===== src/rtl/bcd_pkg.sv =====
// Package: shared widths, entry layout and sequencer states for the
// bytecode dispatch unit. Assumes a byte-wide bytecode and a 9-bit lookup RAM.
package bcd_pkg;
    localparam int BYTE_W  = 8;
    localparam int SEL_W   = $clog2(BYTE_W);
    localparam int LUT_AW  = 9;
    localparam int TGT_W   = 10;
    localparam int SKIP_W  = 22;
    localparam int ENTRY_W = TGT_W + SKIP_W;
    localparam int WIDTH_W = SEL_W + 1;

    // Table entry: skip pattern in the upper bits, handler address below.
    typedef struct packed {
        logic [SKIP_W-1:0] skip;
        logic [TGT_W-1:0]  target;
    } entry_t;

    typedef enum logic [1:0] {
        ST_IDLE  = 2'd0,
        ST_FETCH = 2'd1,
        ST_LOOK  = 2'd2
    } seq_state_t;
endpackage


===== src/rtl/bcd_window_decode.sv =====
// Window decoder: flags a return target that lies in the reserved
// eight-address window and extracts the width selector from its low bits.
// Assumes WIN_BASE is aligned to 2**SEL_W.
module bcd_window_decode
    import bcd_pkg::*;
#(
    parameter logic [TGT_W-1:0] WIN_BASE = 10'h1F8
) (
    input  logic [TGT_W-1:0] target,
    output logic             in_win,
    output logic [SEL_W-1:0] sel
);
    localparam int TAG_W = TGT_W - SEL_W;
    localparam logic [TAG_W-1:0] WIN_TAG = WIN_BASE[TGT_W-1:SEL_W];

    // Compare the upper bits of the target with the window tag.
    always_comb begin
        in_win = (target[TGT_W-1:SEL_W] == WIN_TAG);
        sel    = target[SEL_W-1:0];
    end
endmodule


===== src/rtl/bcd_index_former.sv =====
// Index former: builds the lookup RAM address from a base and a bit field
// of the bytecode. Field width is BYTE_W minus sel; base bit 0 picks the
// high (1) or low (0) end of the byte. The result is a bitwise merge of the
// base and the index, with no adder, so tables must be aligned to their size.
module bcd_index_former
    import bcd_pkg::*;
(
    input  logic [BYTE_W-1:0] code_byte,
    input  logic [SEL_W-1:0]  sel,
    input  logic [LUT_AW-1:0] base,
    output logic [LUT_AW-1:0] addr
);
    logic [WIDTH_W-1:0] width;
    logic [LUT_AW-1:0]  field_mask;
    logic [BYTE_W-1:0]  idx_hi;
    logic [BYTE_W-1:0]  idx_lo;
    logic [LUT_AW-1:0]  idx;

    // Derive the field width and a mask of that many ones.
    always_comb begin
        width      = WIDTH_W'(BYTE_W) - WIDTH_W'(sel);
        field_mask = (LUT_AW'(1) << width) - LUT_AW'(1);
    end

    // Form both candidate indices and pick one by the base orientation bit.
    always_comb begin
        idx_hi = code_byte >> sel;
        idx_lo = code_byte & field_mask[BYTE_W-1:0];
        idx    = LUT_AW'(base[0] ? idx_hi : idx_lo);
    end

    // Per address bit: the index inside the field, the base above it.
    for (genvar b = 0; b < LUT_AW; b++) begin : g_addr_bit
        assign addr[b] = field_mask[b] ? idx[b] : base[b];
    end
endmodule


===== src/rtl/bcd_sequencer.sv =====
// Dispatch sequencer: accepts a window return while idle, captures the
// width selector and base, waits for a FIFO byte, issues one RAM read,
// then registers a one-cycle branch pulse with target and skip pattern.
// Assumes the lookup RAM returns data one cycle after its read strobe.
module bcd_sequencer
    import bcd_pkg::*;
(
    input  logic              clk,
    input  logic              rst_n,
    input  logic              ret_valid,
    input  logic              in_win,
    input  logic [SEL_W-1:0]  sel_in,
    input  logic [LUT_AW-1:0] base_in,
    input  logic              fifo_rdy,
    input  logic [ENTRY_W-1:0] entry_raw,
    output logic              idle,
    output logic              take_byte,
    output logic [SEL_W-1:0]  cap_sel,
    output logic [LUT_AW-1:0] cap_base,
    output logic              br_valid,
    output logic [TGT_W-1:0]  br_target,
    output logic [SKIP_W-1:0] br_skip
);
    seq_state_t state_q, state_d;
    entry_t     entry;
    logic       start;

    // Decode the current state into handshake strobes.
    always_comb begin
        entry     = entry_t'(entry_raw);
        idle      = (state_q == ST_IDLE);
        start     = idle && ret_valid && in_win;
        take_byte = (state_q == ST_FETCH) && fifo_rdy;
    end

    // Next-state logic for the three-step dispatch.
    always_comb begin
        state_d = state_q;
        unique case (state_q)
            ST_IDLE:  if (start)     state_d = ST_FETCH;
            ST_FETCH: if (take_byte) state_d = ST_LOOK;
            ST_LOOK:                 state_d = ST_IDLE;
            default:                 state_d = ST_IDLE;
        endcase
    end

    // State register.
    always_ff @(posedge clk) begin
        if (!rst_n) state_q <= ST_IDLE;
        else        state_q <= state_d;
    end

    // Capture the width selector and base when a dispatch starts.
    always_ff @(posedge clk) begin
        if (!rst_n) begin
            cap_sel  <= '0;
            cap_base <= '0;
        end else if (start) begin
            cap_sel  <= sel_in;
            cap_base <= base_in;
        end
    end

    // Register the branch pulse and replace the whole skip pattern.
    always_ff @(posedge clk) begin
        if (!rst_n) begin
            br_valid  <= 1'b0;
            br_target <= '0;
            br_skip   <= '0;
        end else if (state_q == ST_LOOK) begin
            br_valid  <= 1'b1;
            br_target <= entry.target;
            br_skip   <= entry.skip;
        end else begin
            br_valid  <= 1'b0;
        end
    end
endmodule


===== src/rtl/bytecode_dispatch.sv =====
// Top: hidden bytecode dispatch on returns into a reserved window.
// Ordinary returns pass straight through as jump plus stack pop; window
// returns leave the stack alone and run the fetch, lookup and branch sequence.
// Assumes a first-word-fall-through FIFO and a one-cycle-latency lookup RAM.
module bytecode_dispatch
    import bcd_pkg::*;
#(
    parameter logic [TGT_W-1:0] WIN_BASE = 10'h1F8
) (
    input  logic               clk,
    input  logic               rst_n,
    input  logic               ret_valid,
    input  logic [TGT_W-1:0]   ret_target,
    input  logic [LUT_AW-1:0]  base_cfg,
    output logic               ret_ready,
    output logic               ret_jump,
    output logic [TGT_W-1:0]   jump_target,
    output logic               stack_pop,
    input  logic               fifo_rdy,
    input  logic [BYTE_W-1:0]  fifo_data,
    output logic               fifo_pop,
    output logic               lut_rd_en,
    output logic [LUT_AW-1:0]  lut_addr,
    input  logic [ENTRY_W-1:0] lut_rd_data,
    output logic               br_valid,
    output logic [TGT_W-1:0]   br_target,
    output logic [SKIP_W-1:0]  br_skip
);
    logic              in_win;
    logic [SEL_W-1:0]  sel;
    logic              idle;
    logic              take_byte;
    logic [SEL_W-1:0]  cap_sel;
    logic [LUT_AW-1:0] cap_base;

    bcd_window_decode #(.WIN_BASE(WIN_BASE)) u_win (
        .target (ret_target),
        .in_win (in_win),
        .sel    (sel)
    );

    bcd_sequencer u_seq (
        .clk       (clk),
        .rst_n     (rst_n),
        .ret_valid (ret_valid),
        .in_win    (in_win),
        .sel_in    (sel),
        .base_in   (base_cfg),
        .fifo_rdy  (fifo_rdy),
        .entry_raw (lut_rd_data),
        .idle      (idle),
        .take_byte (take_byte),
        .cap_sel   (cap_sel),
        .cap_base  (cap_base),
        .br_valid  (br_valid),
        .br_target (br_target),
        .br_skip   (br_skip)
    );

    bcd_index_former u_idx (
        .code_byte (fifo_data),
        .sel       (cap_sel),
        .base      (cap_base),
        .addr      (lut_addr)
    );

    // Route the return path and the fetch strobes to the ports.
    always_comb begin
        ret_ready   = idle;
        ret_jump    = idle && ret_valid && !in_win;
        stack_pop   = ret_jump;
        jump_target = ret_target;
        fifo_pop    = take_byte;
        lut_rd_en   = take_byte;
    end
endmodule


===== config.mk =====
export PLATFORM = sky130hd
export DESIGN_NAME = bytecode_dispatch
export DESIGN_NICKNAME = d
export VERILOG_FILES = /design/src/rtl/bcd_pkg.sv /design/src/rtl/bcd_window_decode.sv /design/src/rtl/bcd_index_former.sv /design/src/rtl/bcd_sequencer.sv /design/src/rtl/bytecode_dispatch.sv
export SDC_FILE = /design/constraint.sdc
export NUM_CORES = 1
export LEC_CHECK = 0
export BUFFER_PORTS_ARGS = -buffer_cell sky130_fd_sc_hd__buf_2
export CORE_MARGIN = 10
export CORE_UTILIZATION = 49
export CTS_BUF_LIST = sky130_fd_sc_hd__clkbuf_4 sky130_fd_sc_hd__clkbuf_8 sky130_fd_sc_hd__clkbuf_16
export CTS_CLUSTER_SIZE = 16
export DETAILED_ROUTE_END_ITERATION = 8
export HOLD_SLACK_MARGIN = 0.02
export PLACE_DENSITY = 0.86
export SETUP_SLACK_MARGIN = 0.05
export SKIP_CTS_REPAIR_TIMING = 1
export SYNTH_ARGS = -nofsm -noshare
export SYNTH_HDL_FRONTEND = slang
export SYNTH_SLANG_ARGS = --single-unit

===== constraint.sdc =====
create_clock -name clk -period 3 [get_ports clk]
set_input_delay 0.3 -clock clk [delete_from_list [all_inputs] [get_ports clk]]
set_output_delay 0.3 -clock clk [all_outputs]
set_load 0.02 [all_outputs]

; ---- Word-level counts from Yosys, hierarchy flattened
; Index checks and enable logic that the tools add are counted.
[totals]
mem_bits_rw = 0
rom_bits = 0
inputBits = 63
latch_bits = 0
wordCells = 37
memories = 0
out_inout_bits = 57
regBits = 47
[op_classes]
n_addsub = 2
order_cmp = 0
multipliers = 0
div = 0
shifts = 2
mux = 14
bitwise = 1
reduce_logical = 7
eq_ne = 5
[ops]
columns = operator, count
row1 = $mux 1, 10
row2 = $shl 1x4->9 const A, 1
row3 = $sub 9x2->9 const B, 1
row4 = $and 8x8->8, 1
row5 = $mux 8, 1
row6 = $shr 8x3->8, 1
row7 = $eq 7x6->1 const B, 1
row8 = $logic_and 1x1->1, 4
row9 = $mux 2, 2
row10 = $pmux 2 s2, 1
row11 = $sub 4x3->4 const A, 1
row12 = $eq 2x1->1 const B, 1
row13 = $eq 2x2->1 const B, 1
row14 = $logic_not 2->1, 1
row15 = $ne 2x1->1 const B, 1
row16 = $ne 2x2->1 const B, 1
row17 = $reduce_and 2->1, 1
row18 = $logic_not 1->1, 1

; ---- Depth between registers and ports, before layout
[logic_depth]
word_depth = 6
ltp_mapped = 8
mapped_depth_nobuf = 6

; ---- Modules after synthesis
; A second synthesis with hierarchy kept.
[hier_totals]
hier_cells = 287
hier_area_um2 = 2408.6
[modules_own_cells]
columns = mod, seq_area_each_um2, area_per_inst_um2, instances, cells_each
row1 = bcd_sequencer, 940.9, 1839.3, 1, 204
row2 = bcd_index_former, 0.0, 430.4, 1, 64
row3 = bytecode_dispatch, 0.0, 98.8, 1, 13
row4 = bcd_window_decode, 0.0, 40.0, 1, 6

; ---- Least setup slack after synthesis
; No wires, ideal clock.
[synth_timing]
path_type = reg-to-output
startpoint = register u_seq.cap_sel[0]
endpoint = output port lut_addr[4]
n_path_buf = 2
stages_incl_launch_ff = 8
arrival_ns = 1.641
path_slack_ns = 1.059
cell_sequence = dfxtp_1 -> clkbuf_1 -> buf_2 -> nand3_1 -> ha_1 -> inv_1 -> a21oi_1 -> o32a_1
[synth_between]
elab_chain_len = 6
[synth_lines]
columns = element, line
row1 = "start, declared", bcd_sequencer.sv:18  ; output logic [SEL_W-1:0] cap_sel,
row2 = "start signal, assigned", bcd_sequencer.sv:59  ; cap_sel <= sel_in;
row3 = $sub 4x3->4, bcd_index_former.sv:21  ; width = WIDTH_W'(BYTE_W) - WIDTH_W'(sel);
row4 = $shl 1x4->9, bcd_index_former.sv:22  ; field_mask = (LUT_AW'(1) << width) - LUT_AW'(1);
row5 = $sub 9x2->9, bcd_index_former.sv:22
row6 = $and 8x8->8, bcd_index_former.sv:28  ; idx_lo = code_byte & field_mask[BYTE_W-1:0];
row7 = $mux 8, bcd_index_former.sv:29  ; idx = LUT_AW'(base[0] ? idx_hi : idx_lo);
row8 = $mux 1 *, bcd_index_former.sv:34  ; assign addr[b] = field_mask[b] ? idx[b] : base[b];
row9 = "end, declared", bytecode_dispatch.sv:23  ; output logic [LUT_AW-1:0] lut_addr,
; Every way passes the cells marked *; elsewhere a longest branch is shown, timed or not.

; ---- Final worst setup path
[layout_timing]
startpoint = register u_seq.cap_sel[2]
endpoint = output port lut_addr[2]
; Same word-level chain as after synthesis.

==> results.json <==
{
  "vias_per_cell": 5.06,
  "cts_root_buf": "clkbuf_8",
  "drt_iter0_drc": 56,
  "gr-usage-met2_pct": 28.8,
  "multi_input_area_um2": 1180,
  "antenna_cells": 0,
  "peakVddDrop_mv": 0.227,
  "hold_depth": 3,
  "grt_use_total_pct": 16.1,
  "wl_per_cell_um": 15.3,
  "postSynthCellCount": 274,
  "port-buffer-count": 119,
  "max_stage_delay_ps": 640,
  "layout-drive-gt1-share_pct": 36.5,
  "fin_nets": 433,
  "cp-start-kind": "flop",
  "fmax_mhz": 405,
  "hold_class": "in -> reg",
  "grt-busiest-layer": "met2",
  "fin_crit_sh_pct": 82.2,
  "via_count": 2134,
  "synthFlopType": "dfxtp_1",
  "fillCellCount": 414,
  "netlist_area_um2": 2320,
  "setup-tns-final_ps": 0,
  "clock-sinks": 47,
  "layoutNonFillerInstCount": 422,
  "finalHoldViolCount": 0,
  "antenna_found_initial": 0,
  "power_density_nw_per_um2": 398,
  "dieArea_um2": 7880,
  "clock_skew_ps": 4.95,
  "ys_ff_latch": 47,
  "core-area_um2": 4470,
  "cp_max_fo": 15,
  "reg2regPathDepth": 4,
  "cts_tree": "yes",
  "syn_nets": 338,
  "status": "completed",
  "grt_use_met3_pct": 5.88,
  "clkTransAtPathRegs_ps": 90,
  "drv_slew": 0,
  "layout.cells.most_common_list": "119 x buf_2, 71 x nand2_1, 47 x dfxtp_1",
  "drv_cap": 0,
  "firstDrtPassIters": 4,
  "mostFrequentLayoutCell": "buf_2",
  "critPathKind": "reg -> out",
  "cts_buffer_depth": 2,
  "ant_nets": 0,
  "grt_first_pass_wirelength_um": 10100,
  "synth_top_area_share_pct": 40.6,
  "drt_wl_total_um": 6450,
  "place_hpwl_um": 4950,
  "worst_ep_required_time_ps": 2700,
  "worstMarginPinSlew_ps": 1060,
  "seq_area_frac_synth_pct": 40.6,
  "path_depth": 5,
  "pin_count": 120,
  "cts_buffers": 5,
  "grt_remaining_overflow": 0,
  "grt_pass1_vias": 2105,
  "yosysWarnings": 0,
  "p_total_w": 0.00116,
  "rsz0062_at_grt": "false",
  "synth_area_leaders": "dfxtp_1 41%, nand2_1 12%, a21boi_0 10%",
  "drc": 0,
  "die_y_um": 88.8,
  "synthArstFlopShare_pct": 0,
  "placedCellCount": 414,
  "end_kind": "output pin",
  "finalWeightedCongestion": 0.908,
  "worstSkewPairLatency_ps": 290,
  "met1_usage_pct": 17.3,
  "synth_edf_count": 0,
  "regArea_um2": 941,
  "setup_viol": 0,
  "synth_top_cell_by_area": "dfxtp_1",
  "cp_cell_sequence": "mux2i_1, mux4_2, a221oi_1, a31o_2, buf_2",
  "yosysUniqueCellTypes": 40,
  "leakage_nw": 1.26,
  "htreeDepth": 2,
  "cp_data_arrival_time_ps": 2170,
  "cp_slowest_cell": "dfxtp_1",
  "syn2layout_area_growth_pct": 25.2,
  "syn_area_per_cell_um2": 8.46,
  "crit_family": "flip-flops",
  "period_needed_ps": 2470,
  "die_x_um": 88.8,
  "start_util_pct": 51.8,
  "row_count": 24,
  "maxSlewHeadroom_pct": 29.4,
  "cp_num_buf_inv": 1,
  "grt_max_degree": 48
}
-- metrics by stage --
step / instance area (um2) / setup slack [ps] / hold WS [ps] / util (%)
2_1_floorplan: 2320 / 1060 / 445 / -
3_3_place_gp: 2800 / 926 / 448 / 62.6
3_5_place_dp: 2800 / 861 / 455 / 62.6
4_1_cts: 2900 / 530 / 233 / 64.8
5_1_grt: 2900 / 336 / 241 / 64.8
6_report: 2900 / 533 / 243 / 64.8
-- where the power goes --
part / internal (W) / switching (W)
combinational: 0.0000598 / 0.0000615
sequential: 0.000624 / 0.000000819
clock: 0.000198 / 0.000211
-- logic make-up (layout without fill, tap and decap cells) --
kind of cell | after synthesis | after routing | synth area share [%]
AO/OA/AOI/OAI | 53 | 53 | 16.6
adder cells (fa/ha/maj) | 1 | 1 | 0.540
buffers and inverters | 36 | 132 | 8.58
flip-flops | 47 | 47 | 40.6
multiplexers | 25 | 25 | 11.5
other | 1 | 1 | 0.162
AND/OR/NAND/NOR | 111 | 111 | 22.0
-- state kept, by name (all words and copies together), names as in the netlist --
name	cells
u_seq.br_target	10
u_seq.state_q	2
u_seq.br_skip	22
u_seq.cap_sel	3
u_seq.br_valid	1
u_seq.cap_base	9
-- synth_stat cells (2+ instances only) --
cell,number
a21boi_0,32
a21oi_1,4
a221oi_1,2
and2_1,2
and3_1,2
buf_2,3
buf_4,12
clkbuf_1,14
dfxtp_1,47
inv_1,4
mux2_2,3
mux2i_1,21
nand2_1,71
nand2b_1,2
nand3_1,2
nand3b_1,2
nor2_1,11
nor2b_1,12
o21a_1,2
o21ai_0,4
o22ai_1,3
-- final cells by class --
class | count | share of cell area, %
Clock buffer | 7 | 3.11
Multi-Input combinational cell | 191 | 40.6
Tap cell | 52 | 2.24
Clock inverter | 1 | 0.302
Timing Repair Buffer | 120 | 20.8
Sequential cell | 47 | 32.4
Inverter | 4 | 0.518
-- per-layer routing --
metal  wire length, um  vias to the layer above  part of all wire (%)
met5                 0                        -                     0
met4                44                        0                  0.68
met3               647                        4                    10
met2              3350                       73                    52
met1              2410                      970                    37
li1                  -                     1087                     -
-- tightest hold or removal path, delay by kind of cell --
family	cells	cell delay, ps
buffers and inverters	1	90
AO/OA/AOI/OAI	1	60
AND/OR/NAND/NOR	1	40
-- final timing paths --
check        slack, ps               start                 end
max                530    u_seq.cap_sel[2]         lut_addr[2]
max reg2reg       1060    u_seq.state_q[0]   u_seq.cap_base[8]
min reg2reg        460  u_seq.br_target[7]  u_seq.br_target[7]
min                240     lut_rd_data[17]    u_seq.br_skip[7]
No activity file was read; power rests on OpenSTA's default activity.
